==> src/rtl/tmr16_pkg.sv <==
// Package: shared widths, register addresses and control bit positions
// for the 16-bit timer/counter. Assumes a byte-wide register port.
package tmr16_pkg;
    localparam int BYTE_W = 8;
    localparam int CNT_W  = 2 * BYTE_W;
    localparam int ADDR_W = 2;

    localparam logic [ADDR_W-1:0] ADR_CNT_LO = 2'd0;
    localparam logic [ADDR_W-1:0] ADR_CNT_HI = 2'd1;
    localparam logic [ADDR_W-1:0] ADR_CTRL   = 2'd2;
    localparam logic [ADDR_W-1:0] ADR_FLAG   = 2'd3;

    localparam int BIT_EN    = 0;
    localparam int BIT_EXT   = 1;
    localparam int BIT_ASYNC = 2;
    localparam int BIT_OSC   = 6;
    localparam int BIT_CLR   = 0;
endpackage

==> src/rtl/tmr16_edge.sv <==
// Module: external input sampler and rising-edge detector.
// Assumes STAGES >= 2. The synchronous tick comes from the last stage,
// the asynchronous tick from the first stage, one cycle earlier.
module tmr16_edge #(
    parameter int STAGES = 2
) (
    input  logic clk,
    input  logic rst_n,
    input  logic ext_in,
    input  logic async_sel,
    output logic tick
);
    logic [STAGES-1:0] samp_q;
    logic              last_q;
    logic              tick_sync;
    logic              tick_fast;

    // Shift the external level through the sampling chain.
    always_ff @(posedge clk) begin
        if (!rst_n) begin
            samp_q <= '0;
            last_q <= 1'b0;
        end else begin
            samp_q <= {samp_q[STAGES-2:0], ext_in};
            last_q <= samp_q[STAGES-1];
        end
    end

    // Rising edge detection on both taps, then pick the one the mode asks for.
    always_comb begin
        tick_sync = samp_q[STAGES-1] & ~last_q;
        tick_fast = samp_q[0] & ~samp_q[1];
        tick      = async_sel ? tick_fast : tick_sync;
    end

    // one rising edge yields a single tick unless the mode changed.
    a_r6_single_tick: assert property (@(posedge clk) disable iff (!rst_n)
        tick |=> (!tick || (async_sel != $past(async_sel))));
endmodule

==> src/rtl/tmr16_core.sv <==
// Module: 16-bit counting register with trigger, byte writes and wrap detect.
// Priority at each edge: trigger, then byte write, then step.
module tmr16_core
    import tmr16_pkg::*;
(
    input  logic              clk,
    input  logic              rst_n,
    input  logic              enable,
    input  logic              ext_sel,
    input  logic              ext_tick,
    input  logic              trig,
    input  logic              wr_lo,
    input  logic              wr_hi,
    input  logic [BYTE_W-1:0] wr_byte,
    output logic [CNT_W-1:0]  count,
    output logic              ovf_hit
);
    logic             step;
    logic             wr_any;
    logic [CNT_W-1:0] cnt_nxt;

    // Work out the next count from the priority order.
    always_comb begin
        step    = enable & (ext_sel ? ext_tick : 1'b1);
        wr_any  = wr_lo | wr_hi;
        cnt_nxt = count;
        if (trig) begin
            cnt_nxt = '0;
        end else if (wr_any) begin
            if (wr_lo) cnt_nxt[BYTE_W-1:0]     = wr_byte;
            if (wr_hi) cnt_nxt[CNT_W-1:BYTE_W] = wr_byte;
        end else if (step) begin
            cnt_nxt = count + 1'b1;
        end
        ovf_hit = step & ~trig & ~wr_any & (&count);
    end

    // Hold the count register.
    always_ff @(posedge clk) begin
        if (!rst_n) count <= '0;
        else        count <= cnt_nxt;
    end

    // the trigger zeroes the count at its edge.
    a_r8_trig_zero: assert property (@(posedge clk) disable iff (!rst_n)
        trig |=> (count == '0));
    // a disabled counter with no write or trigger holds its value.
    a_r3_hold: assert property (@(posedge clk) disable iff (!rst_n)
        (!enable && !trig && !wr_lo && !wr_hi) |=> (count == $past(count)));
    // timer mode advances by one per clock.
    a_r2_timer_step: assert property (@(posedge clk) disable iff (!rst_n)
        (enable && !ext_sel && !trig && !wr_lo && !wr_hi)
            |=> (count == CNT_W'($past(count) + 1'b1)));
    // a wrap leaves the count at zero.
    a_r7_wrap_zero: assert property (@(posedge clk) disable iff (!rst_n)
        ovf_hit |=> (count == '0));
    // a low-byte write lands unless a trigger overrides it.
    a_r9_low_write: assert property (@(posedge clk) disable iff (!rst_n)
        (wr_lo && !trig) |=> (count[BYTE_W-1:0] == $past(wr_byte)));
endmodule

==> src/rtl/tmr16_regs.sv <==
// Module: register file for control bits, overflow flag and the
// upper-byte holding register, plus the combinational read mux.
module tmr16_regs
    import tmr16_pkg::*;
(
    input  logic              clk,
    input  logic              rst_n,
    input  logic              wr_en,
    input  logic [ADDR_W-1:0] wr_addr,
    input  logic [BYTE_W-1:0] wr_data,
    input  logic              rd_en,
    input  logic [ADDR_W-1:0] rd_addr,
    input  logic [CNT_W-1:0]  count,
    input  logic              osc_status,
    input  logic              ovf_hit,
    output logic [BYTE_W-1:0] rd_data,
    output logic              enable,
    output logic              ext_sel,
    output logic              async_sel,
    output logic              wr_lo,
    output logic              wr_hi,
    output logic [BYTE_W-1:0] wr_byte,
    output logic              ovf_flag
);
    logic              wr_ctrl;
    logic              flag_clr;
    logic              rd_lo;
    logic [BYTE_W-1:0] hold_q;
    logic [BYTE_W-1:0] ctrl_view;
    logic [BYTE_W-1:0] flag_view;

    // Decode writes and reads.
    always_comb begin
        wr_lo    = wr_en && (wr_addr == ADR_CNT_LO);
        wr_hi    = wr_en && (wr_addr == ADR_CNT_HI);
        wr_ctrl  = wr_en && (wr_addr == ADR_CTRL);
        flag_clr = wr_en && (wr_addr == ADR_FLAG) && wr_data[BIT_CLR];
        rd_lo    = rd_en && (rd_addr == ADR_CNT_LO);
        wr_byte  = wr_data;
    end

    // Store the control bits.
    always_ff @(posedge clk) begin
        if (!rst_n) begin
            enable    <= 1'b0;
            ext_sel   <= 1'b0;
            async_sel <= 1'b0;
        end else if (wr_ctrl) begin
            enable    <= wr_data[BIT_EN];
            ext_sel   <= wr_data[BIT_EXT];
            async_sel <= wr_data[BIT_ASYNC];
        end
    end

    // Sticky overflow flag; a wrap wins over a clearing write.
    always_ff @(posedge clk) begin
        if (!rst_n)        ovf_flag <= 1'b0;
        else if (ovf_hit)  ovf_flag <= 1'b1;
        else if (flag_clr) ovf_flag <= 1'b0;
    end

    // Capture the upper byte when the lower byte is read.
    always_ff @(posedge clk) begin
        if (!rst_n)     hold_q <= '0;
        else if (rd_lo) hold_q <= count[CNT_W-1:BYTE_W];
    end

    // Assemble the read views and select by address.
    always_comb begin
        ctrl_view            = '0;
        ctrl_view[BIT_EN]    = enable;
        ctrl_view[BIT_EXT]   = ext_sel;
        ctrl_view[BIT_ASYNC] = async_sel;
        ctrl_view[BIT_OSC]   = osc_status;
        flag_view            = '0;
        flag_view[BIT_CLR]   = ovf_flag;
        rd_data              = '0;
        if (rd_en) begin
            case (rd_addr)
                ADR_CNT_LO: rd_data = count[BYTE_W-1:0];
                ADR_CNT_HI: rd_data = hold_q;
                ADR_CTRL:   rd_data = ctrl_view;
                default:    rd_data = flag_view;
            endcase
        end
    end

    // the flag stays set until a clearing write.
    a_r7_flag_hold: assert property (@(posedge clk) disable iff (!rst_n)
        (ovf_flag && !flag_clr) |=> ovf_flag);
    // a wrap always leaves the flag set, even against a clear.
    a_r7_set_wins: assert property (@(posedge clk) disable iff (!rst_n)
        ovf_hit |=> ovf_flag);
    // the holding register changes only on a low-byte read.
    a_r10_hold_stable: assert property (@(posedge clk) disable iff (!rst_n)
        !rd_lo |=> $stable(hold_q));
    // a control write stores the enable bit.
    a_r12_ctrl_en: assert property (@(posedge clk) disable iff (!rst_n)
        wr_ctrl |=> (enable == $past(wr_data[BIT_EN])));
endmodule

==> src/rtl/tmr16_unit.sv <==
// Module: top of the 16-bit timer/counter. Joins the edge sampler,
// the counting core and the register file. One clock domain; the
// external input is treated as asynchronous to it.
module tmr16_unit
    import tmr16_pkg::*;
#(
    parameter int SYNC_STAGES = 2
) (
    input  logic              clk,
    input  logic              rst_n,
    input  logic              ext_clk_in,
    input  logic              evt_trig,
    input  logic              osc_status_in,
    input  logic              wr_en,
    input  logic [ADDR_W-1:0] wr_addr,
    input  logic [BYTE_W-1:0] wr_data,
    input  logic              rd_en,
    input  logic [ADDR_W-1:0] rd_addr,
    output logic [BYTE_W-1:0] rd_data,
    output logic              ovf_irq
);
    logic              enable;
    logic              ext_sel;
    logic              async_sel;
    logic              ext_tick;
    logic              wr_lo;
    logic              wr_hi;
    logic [BYTE_W-1:0] wr_byte;
    logic [CNT_W-1:0]  count;
    logic              ovf_hit;

    tmr16_edge #(.STAGES(SYNC_STAGES)) u_edge (
        .clk       (clk),
        .rst_n     (rst_n),
        .ext_in    (ext_clk_in),
        .async_sel (async_sel),
        .tick      (ext_tick)
    );

    tmr16_core u_core (
        .clk      (clk),
        .rst_n    (rst_n),
        .enable   (enable),
        .ext_sel  (ext_sel),
        .ext_tick (ext_tick),
        .trig     (evt_trig),
        .wr_lo    (wr_lo),
        .wr_hi    (wr_hi),
        .wr_byte  (wr_byte),
        .count    (count),
        .ovf_hit  (ovf_hit)
    );

    tmr16_regs u_regs (
        .clk        (clk),
        .rst_n      (rst_n),
        .wr_en      (wr_en),
        .wr_addr    (wr_addr),
        .wr_data    (wr_data),
        .rd_en      (rd_en),
        .rd_addr    (rd_addr),
        .count      (count),
        .osc_status (osc_status_in),
        .ovf_hit    (ovf_hit),
        .rd_data    (rd_data),
        .enable     (enable),
        .ext_sel    (ext_sel),
        .async_sel  (async_sel),
        .wr_lo      (wr_lo),
        .wr_hi      (wr_hi),
        .wr_byte    (wr_byte),
        .ovf_flag   (ovf_irq)
    );

    // the interrupt output is low in the first cycle after reset.
    a_r1_irq_reset: assert property (@(posedge clk)
        $rose(rst_n) |-> !ovf_irq);
endmodule

==> config.mk <==
export PLATFORM = sky130hd
export DESIGN_NAME = tmr16_unit
export DESIGN_NICKNAME = d
export VERILOG_FILES = /design/src/rtl/tmr16_pkg.sv /design/src/rtl/tmr16_edge.sv /design/src/rtl/tmr16_core.sv /design/src/rtl/tmr16_regs.sv /design/src/rtl/tmr16_unit.sv
export SDC_FILE = /design/constraint.sdc
export NUM_CORES = 1
export LEC_CHECK = 0
export CAP_MARGIN = 20
export CORE_ASPECT_RATIO = 0.6
export CORE_UTILIZATION = 54
export CTS_CLUSTER_SIZE = 14
export DETAILED_ROUTE_END_ITERATION = 7
export PLACE_DENSITY = 0.78
export RECOVER_POWER = 50
export SLEW_MARGIN = 20
export SYNTH_ARGS = -nofsm -noshare
export SYNTH_HDL_FRONTEND = slang
export SYNTH_SLANG_ARGS = --single-unit
==> constraint.sdc <==
create_clock -name clk -period 2.7 [get_ports clk]
set_clock_uncertainty 0.1 [all_clocks]
set_input_delay 0.81 -clock clk [delete_from_list [all_inputs] [get_ports clk]]
set_output_delay 0.81 -clock clk [all_outputs]
set_load 0.01 [all_outputs]
==> results of run 1 <==
==> layout make-up <==
type	count	area [sq um]
multi-input combinational	186	1240
fill	288	922
sequential	31	621
timing repair buffer	50	423
clock buffer	7	76.3
tap	45	56.3
inverter	4	15.0
clock inverter	1	5.00
==> layer usage <==
| metal | GRT usage [%] | vias to the layer above |
|---|---|---|
| met5 | 0 | - |
| met1 | 49.0 | 945 |
| met3 | 11.9 | 19 |
| li1 | - | 984 |
| met4 | 9.70 | 0 |
| met2 | 42.0 | 130 |
==> worst max-delay path, stage by stage <==
cell,delay (ns)
sky130_fd_sc_hd__dlygate4sd2_1,0.24
sky130_fd_sc_hd__buf_6,0.14
sky130_fd_sc_hd__mux4_2,0.27
sky130_fd_sc_hd__and2_1,0.14
sky130_fd_sc_hd__buf_2,0.13
==> sequential cells by signal (all words and copies together), names as in the netlist <==
register / cells
u_core.count: 16
u_regs.ovf_flag: 1
u_regs.hold_q: 8
u_edge.last_q: 1
u_regs.ext_sel: 1
u_regs.async_sel: 1
u_edge.samp_q: 2
u_regs.enable: 1
==> metrics by stage <==
stage / cells / power, mW / hold WS [ns] / setup slack (ns)
after floorplan: 236 / 0.555 / 0.330 / 0.0639
after global placement: 316 / 0.629 / 0.346 / -0.680
after detailed placement: 316 / 0.631 / 0.347 / -0.695
after CTS: 324 / 0.972 / 0.366 / 0.00330
after global routing: 324 / 1.02 / 0.392 / -0.00701
final: 324 / 0.969 / 0.367 / 0.0610
==> power by group <==
group	total, mW	internal (mW)	leakage, nW	switching (mW)
combinational	0.151	0.0741	0.576	0.0772
sequential	0.471	0.464	0.251	0.00720
clock	0.347	0.180	0.0422	0.166
total	0.969	0.718	0.869	0.251
==> kinds of logic (layout without fill, tap and decap cells) <==
logic type / count (synthesis) / in the layout / synth area share, %
compound gates: 72 / 72 / 28.7
fa+ha+maj: 1 / 1 / 0.640
mux: 11 / 11 / 6.27
flops: 31 / 31 / 31.8
buf+inv: 19 / 62 / 4.61
simple gates: 102 / 102 / 28.0
==> worst paths after layout <==
path                                  from                            to  slack (ns)  depth (start not counted)
max                             rd_addr[0]                    rd_data[0]        0.06                          5
min            u_edge.samp_q[0]$_SDFF_PN0_   u_edge.samp_q[1]$_SDFF_PN0_        0.37                          1
max reg2reg  u_regs.async_sel$_SDFFE_PN0P_  u_core.count[7]$_SDFFE_PP0P_        0.73                          5
min reg2reg    u_edge.samp_q[0]$_SDFF_PN0_   u_edge.samp_q[1]$_SDFF_PN0_        0.37                          1
==> cells in the final DEF (no fill, tap or decap), types with 6 or more instances in the layout <==
cell type                         netlist  layout
sky130_fd_sc_hd__dfxtp_1               31      31
sky130_fd_sc_hd__nand2_1               27      27
sky130_fd_sc_hd__buf_4                  0      17
sky130_fd_sc_hd__clkdlybuf4s50_1        0      15
sky130_fd_sc_hd__nor2_1                13      13
sky130_fd_sc_hd__mux2i_1               10      10
sky130_fd_sc_hd__o21ai_0               12      10
sky130_fd_sc_hd__a21oi_1               10      10
sky130_fd_sc_hd__a21boi_0               3       9
sky130_fd_sc_hd__buf_2                  3       9
sky130_fd_sc_hd__and2_1                10       8
sky130_fd_sc_hd__nor3_1                 8       8
sky130_fd_sc_hd__nand3_1                7       7
sky130_fd_sc_hd__a22oi_1                7       7
sky130_fd_sc_hd__o32ai_1                7       7
sky130_fd_sc_hd__nand4_1                6       6
==> repair_timing <==
item,CTS,global route
gates resized for setup,40,3
pin swaps,1,1
setup endpoints to repair,8,4
==> PnR_summary.wiki, run 1 <==
{| class="wikitable"
! Metric !! Value
|-
| Total standard cell area after synthesis || 0.00195 sq mm
|-
| Die Area || 0.00387 sq mm
|-
| Clock Pin Slew Worst Setup and Hold Paths || 0.06 ns
|-
| Final weighted congestion in routability-driven placement || approximately 0.92
|-
| Pre-Repair DR Iteration Count || 5
|-
| Result of the run || finished, final reports clean
|-
| Critical path startpoint category || input port
|-
| Via count || 2078
|-
| WL met2 || 2200 um
|-
| Slew HR || around 56%
|-
| Sum of routed wire length over all layers || ~5600 um
|-
| GR Util All Layers || 32.5%
|-
| Starting DRC count in detailed routing || 309
|-
| TritonCTS clock tree || done
|-
| Growth of design area from synthesis to finish || 24.9%
|-
| Post-route DRC violation count || 0
|-
| Quantity of hold-fixing buffers added after cts || 0
|-
| Tightest Pin Transition || 0.656 ns
|-
| Die width || 79.7 um
|-
| Post-layout instance area || 0.00244 sq mm
|-
| Setup TNS || 0 ns
|-
| Top flip-flop cell by instance count after synthesis || sky130_fd_sc_hd__dfxtp_1
|-
| Data arrival time of the critical path || 1.73 ns
|-
| PD cells || 397 mW/mm^2
|-
| Number of top-level design ports || 28
|-
| Final count of negative-setup-slack endpoints || 0
|-
| Net count after synthesis || 256
|-
| Area share of the largest cell type after synthesis || 31.8%
|-
| Cells taking the most area after synthesis || sky130_fd_sc_hd__dfxtp_1 32%, sky130_fd_sc_hd__nand2_1 5.2%, sky130_fd_sc_hd__mux2i_1 5.1%
|-
| Start-to-end type of the worst setup path || input port to primary output
|-
| First-pass GRT wire length || ~9400 um
|-
| Largest net degree at the start of global routing || 22
|-
| Number of enable flip-flop cells after synthesis || 0
|-
| Async S/R FF share, synth || 0%
|-
| Root buffer selected by CTS || sky130_fd_sc_hd__clkbuf_8
|-
| Number of vias per cell || 6.41
|-
| Initial core utilization || 58.1%
|-
| Worst-skew pair later-pin latency || 0.28 ns
|-
| Estimated wirelength of the detail-placed design || 4370 um
|-
| Detailed-routing wirelength on met1 || 2600 um
|-
| Register bit count reported by yosys || 31
|-
| Worst setup EP type || primary output
|-
| Post-Synthesis Mean Instance Area || 8.28 sq um
|-
| Ant diodes || 0
|-
| RSZ-0062 raised after global routing || true
|-
| Highest layer used for signal routing || met4
|-
| HP Class || flip-flop to flip-flop
|-
| FMAX || 379 MHz
|-
| Per-cell routed wire length || about 17 um
|-
| Htree depth || 2
|-
| Antenna violations before repair || 0
|-
| Gate count after technology mapping || 236
|-
| Max Root-Sink Buffers || 2
|-
| CP Max Fanout || 8
|-
| Floorplan row count || 16
|-
| Post-synth top area cell || sky130_fd_sc_hd__dfxtp_1
|-
| Number of global-route vias before repair || 1873
|-
| Num Clock Sinks || 31
|-
| Overflow left after global routing || 0
|-
| Slew Limit Fails || 0
|-
| Share of final-layout standard cells stronger than drive strength 1 || ~18%
|-
| Share of the core filled with cells in the final layout || 72.6%
|-
| Synth Warn # || 0
|-
| Final period utilization || a little over nine tenths
|-
| Count of port buffers added during placement || 27
|-
| DP Area || 0.00240 sq mm
|-
| Leakage power of the design || 0.869 nW
|-
| Share of synthesized area occupied by flip-flops and latches || 31.8%
|-
| Clock buffer count from CTS || 5
|-
| Final Hold Fails || 0
|-
| Area of the placeable core || between 0.003 and 0.004 sq mm
|-
| Height of the die || 48.6 um
|-
| Max-capacitance violation count || 0
|-
| Peak supply drop || 301 uV
|-
| Leading post-synthesis cells by instance count || 31 x sky130_fd_sc_hd__dfxtp_1, 27 x sky130_fd_sc_hd__nand2_1, 13 x sky130_fd_sc_hd__nor2_1
|-
| Count of different cell masters after synthesis || 53
|-
| Required time reported for the critical path endpoint || between 1.5 and 2 ns
|-
| # nets final || 298
|-
| Antenna viol nets, final || 0
|-
| Minimum clock period || 2.64 ns
|-
| Most common cell in the synthesized netlist || sky130_fd_sc_hd__dfxtp_1
|-
| Met3 WL || 726 um
|-
| Setup repair bufs after CTS || 0
|}
Power figures use the tool's default switching activity.
==> run 2: changes to the inputs <==
CAP_MARGIN = unset   (was 20)
==> results of run 2 <==
No change in the layout: final DEF, timing and power equal those of run 1.
==> run 3: changes to the inputs <==
CORE_ASPECT_RATIO = 1.1   (was 0.6)
==> PnR_summary.wiki, run 3 (synthesis results as in run 1) <==
{| class="wikitable"
! Metric !! Value
|-
| Result of the run || finished, final reports clean
|-
| Number of global-route vias before repair || roughly 1900
|-
| Commonest cells after routing, fill and taps aside || 31 x sky130_fd_sc_hd__dfxtp_1, 28 x sky130_fd_sc_hd__nand2_1, 18 x sky130_fd_sc_hd__buf_4, 14 x sky130_fd_sc_hd__clkdlybuf4s50_1, 13 x sky130_fd_sc_hd__nor2_1
|-
| Clock Power Share || slightly below 40%
|-
| Worst setup EP type || flip-flop
|-
| Endpoint with the worst hold slack || u_edge.samp_q[1]$_SDFF_PN0_
|-
| Slack of the worst reg-to-reg path || 0.74 ns
|-
| Initial core utilization || between 50% and 60%
|-
| Peak supply drop || 300 uV
|-
| Area of the placeable core || 0.00339 sq mm
|-
| Data arrival time of the critical path || about 2.8 ns
|-
| Root buffer selected by CTS || sky130_fd_sc_hd__clkbuf_4
|-
| Tightest Pin Transition || 0.632 ns
|-
| Commonest non-fill, non-tap cell in the layout || sky130_fd_sc_hd__dfxtp_1
|-
| DP Area || 0.00238 sq mm
|-
| Clock Pin Slew Worst Setup and Hold Paths || 0.10 ns
|-
| R2R cell count || 5
|-
| Num Clock Sinks || 31
|-
| Max-capacitance violation count || 0
|-
| Height of the die || around 65 um
|-
| Minimum clock period || 2.62 ns
|-
| Share of final-layout standard cells stronger than drive strength 1 || roughly 15%
|-
| Post-route DRC violation count || 0
|-
| Slew Limit Fails || 0
|-
| CP Max Fanout || 29
|-
| Final weighted congestion in routability-driven placement || 0.934
|-
| Cell with the largest stage delay on the worst path || sky130_fd_sc_hd__clkbuf_2
|-
| Htree depth || 2
|-
| TritonCTS clock tree || done
|-
| Source of the critical timing path || wr_addr[1]
|-
| Per-cell routed wire length || 16.8 um
|-
| Number of top-level design ports || 28
|-
| Starting DRC count in detailed routing || roughly 170
|-
| PD cells || ~410 mW/mm^2
|-
| Final Hold Fails || 0
|-
| Clock buffer count from CTS || 5
|-
| Die Area || 0.00386 sq mm
|-
| Antenna viol nets, final || 0
|-
| Estimated wirelength of the detail-placed design || 3950 um
|-
| Share of the core filled with cells in the final layout || roughly 70%
|-
| Start-to-end type of the worst setup path || input port to flip-flop
|-
| HP Class || flip-flop to flip-flop
|-
| Leakage power of the design || 0.872 nW
|-
| Post-layout instance area || roughly 0.0024 sq mm
|-
| Largest regs || u_core.count (16), u_regs.hold_q (8), u_edge.samp_q (2)
|-
| Overflow left after global routing || 0
|-
| # nets final || 294
|-
| Required time reported for the critical path endpoint || approximately 2.8 ns
|-
| Setup TNS || 0 ns
|-
| Placed Cells incl. Taps || ~320
|-
| Antenna violations before repair || 0
|-
| Largest register FFs || 16
|-
| GR Util All Layers || 30.1%
|-
| Total power of the final layout || 1000 uW
|-
| Via count || 2034
|-
| Combinational share of power || 14.4%
|-
| Floorplan row count || 22
|-
| Final count of negative-setup-slack endpoints || 0
|-
| Slew HR || 57.9%
|-
| Growth of design area from synthesis to finish || 24.2%
|-
| RSZ-0062 raised after global routing || false
|-
| Worst-skew pair later-pin latency || 0.34 ns
|-
| Max Root-Sink Buffers || 2
|-
| Number of vias per cell || about 6.3
|-
| Sum of routed wire length over all layers || 5420 um
|-
| Pre-Repair DR Iteration Count || 5
|-
| Net switching power || around 250 uW
|-
| Critical hold path startpoint || u_edge.samp_q[0]$_SDFF_PN0_
|-
| Worst hold path stage count || 1
|-
| Die width || between 50 and 60 um
|-
| Switching fraction of total power || 24.9%
|-
| Worst r2r dst || u_core.count[1]$_SDFFE_PP0P_
|-
| Pint || 751 uW
|-
| First-pass GRT wire length || 8710 um
|-
| Post-Layout Cell Count || 323
|-
| Critical path, cell by cell || clkdlybuf4s50_1, and2b_1, clkbuf_2, nand2_1, a21boi_0, a2111oi_2
|-
| Reg2reg start || u_regs.async_sel$_SDFFE_PN0P_
|-
| Quantity of hold-fixing buffers added after cts || 0
|-
| Sequential share of power || 47.1%
|-
| Final period utilization || 97.1%
|-
| Register name with the most flops || u_core.count
|-
| Ant diodes || 0
|-
| Slowest Stage Delay on Critical Path || 0.50 ns
|-
| FMAX || 381 MHz
|-
| Largest net degree at the start of global routing || 30
|-
| Critical path startpoint category || input port
|-
| Count of port buffers added during placement || 27
|}
[run 3: worst max-delay path, delay by kind of cell]
family	cells	cell delay, ns
AOI/OAI and AO/OA	2	0.55
buffers and inverters	2	0.91
and+or+nand+nor	2	0.47
[run 3: worst max-delay path by stage]
stage                                         endpoint  slack [ns]
after global placement                      rd_data[0]       -0.67
final                     u_core.count[5]$_SDFFE_PP0P_        0.08
after global routing      u_core.count[5]$_SDFFE_PP0P_        0.04
after detailed placement                    rd_data[2]       -0.76
after floorplan                             rd_data[3]        0.06
after CTS                                   rd_data[0]        0.01
[run 3: area by class of cell]
type / instances / area (sq um)
multi-input combinational: 186 / 1250
fill: 290 / 958
sequential: 31 / 621
timing repair buffer: 46 / 395
tap: 48 / 60.1
clock buffer: 6 / 51.3
clock inverter: 2 / 35.0
inverter: 4 / 15.0
[run 3: repair_timing]
| item | 4_1_cts | 5_1_grt |
|---|---|---|
| endpoints found under the hold margin | 0 | 0 |
| resized for setup | 24 | 3 |
| buffers inserted | 0 | 0 |
| setup endpoints to repair | 8 | 2 |
[run 3: per-stage QoR]
step	worst slack, ns	hold WS [ns]
floorplan	0.0639	0.330
global placement	-0.667	0.335
detailed placement	-0.760	0.345
CTS	0.0122	0.368
global route	0.0385	0.381
finish	0.0787	0.368
[run 3: per-layer routing]
| metal | part of all wire (%) | up-vias | track usage, % |
|---|---|---|---|
| li1 | - | 977 | - |
| met1 | 43 | 940 | 38.3 |
| met2 | 48 | 104 | 51.4 |
| met3 | 7.6 | 13 | 4.13 |
| met4 | 1.6 | 0 | 10.4 |
| met5 | 0 | - | 0 |
[run 3: power by group through the flow]
| stage | clock network, mW | logic [mW] | registers (mW) |
|---|---|---|---|
| after global placement | 0 | 0.143 | 0.481 |
| after detailed placement | 0 | 0.145 | 0.481 |
| final | 0.385 | 0.144 | 0.471 |
| after CTS | 0.385 | 0.147 | 0.470 |
| after floorplan | 0 | 0.0763 | 0.478 |
| after global routing | 0.408 | 0.153 | 0.472 |
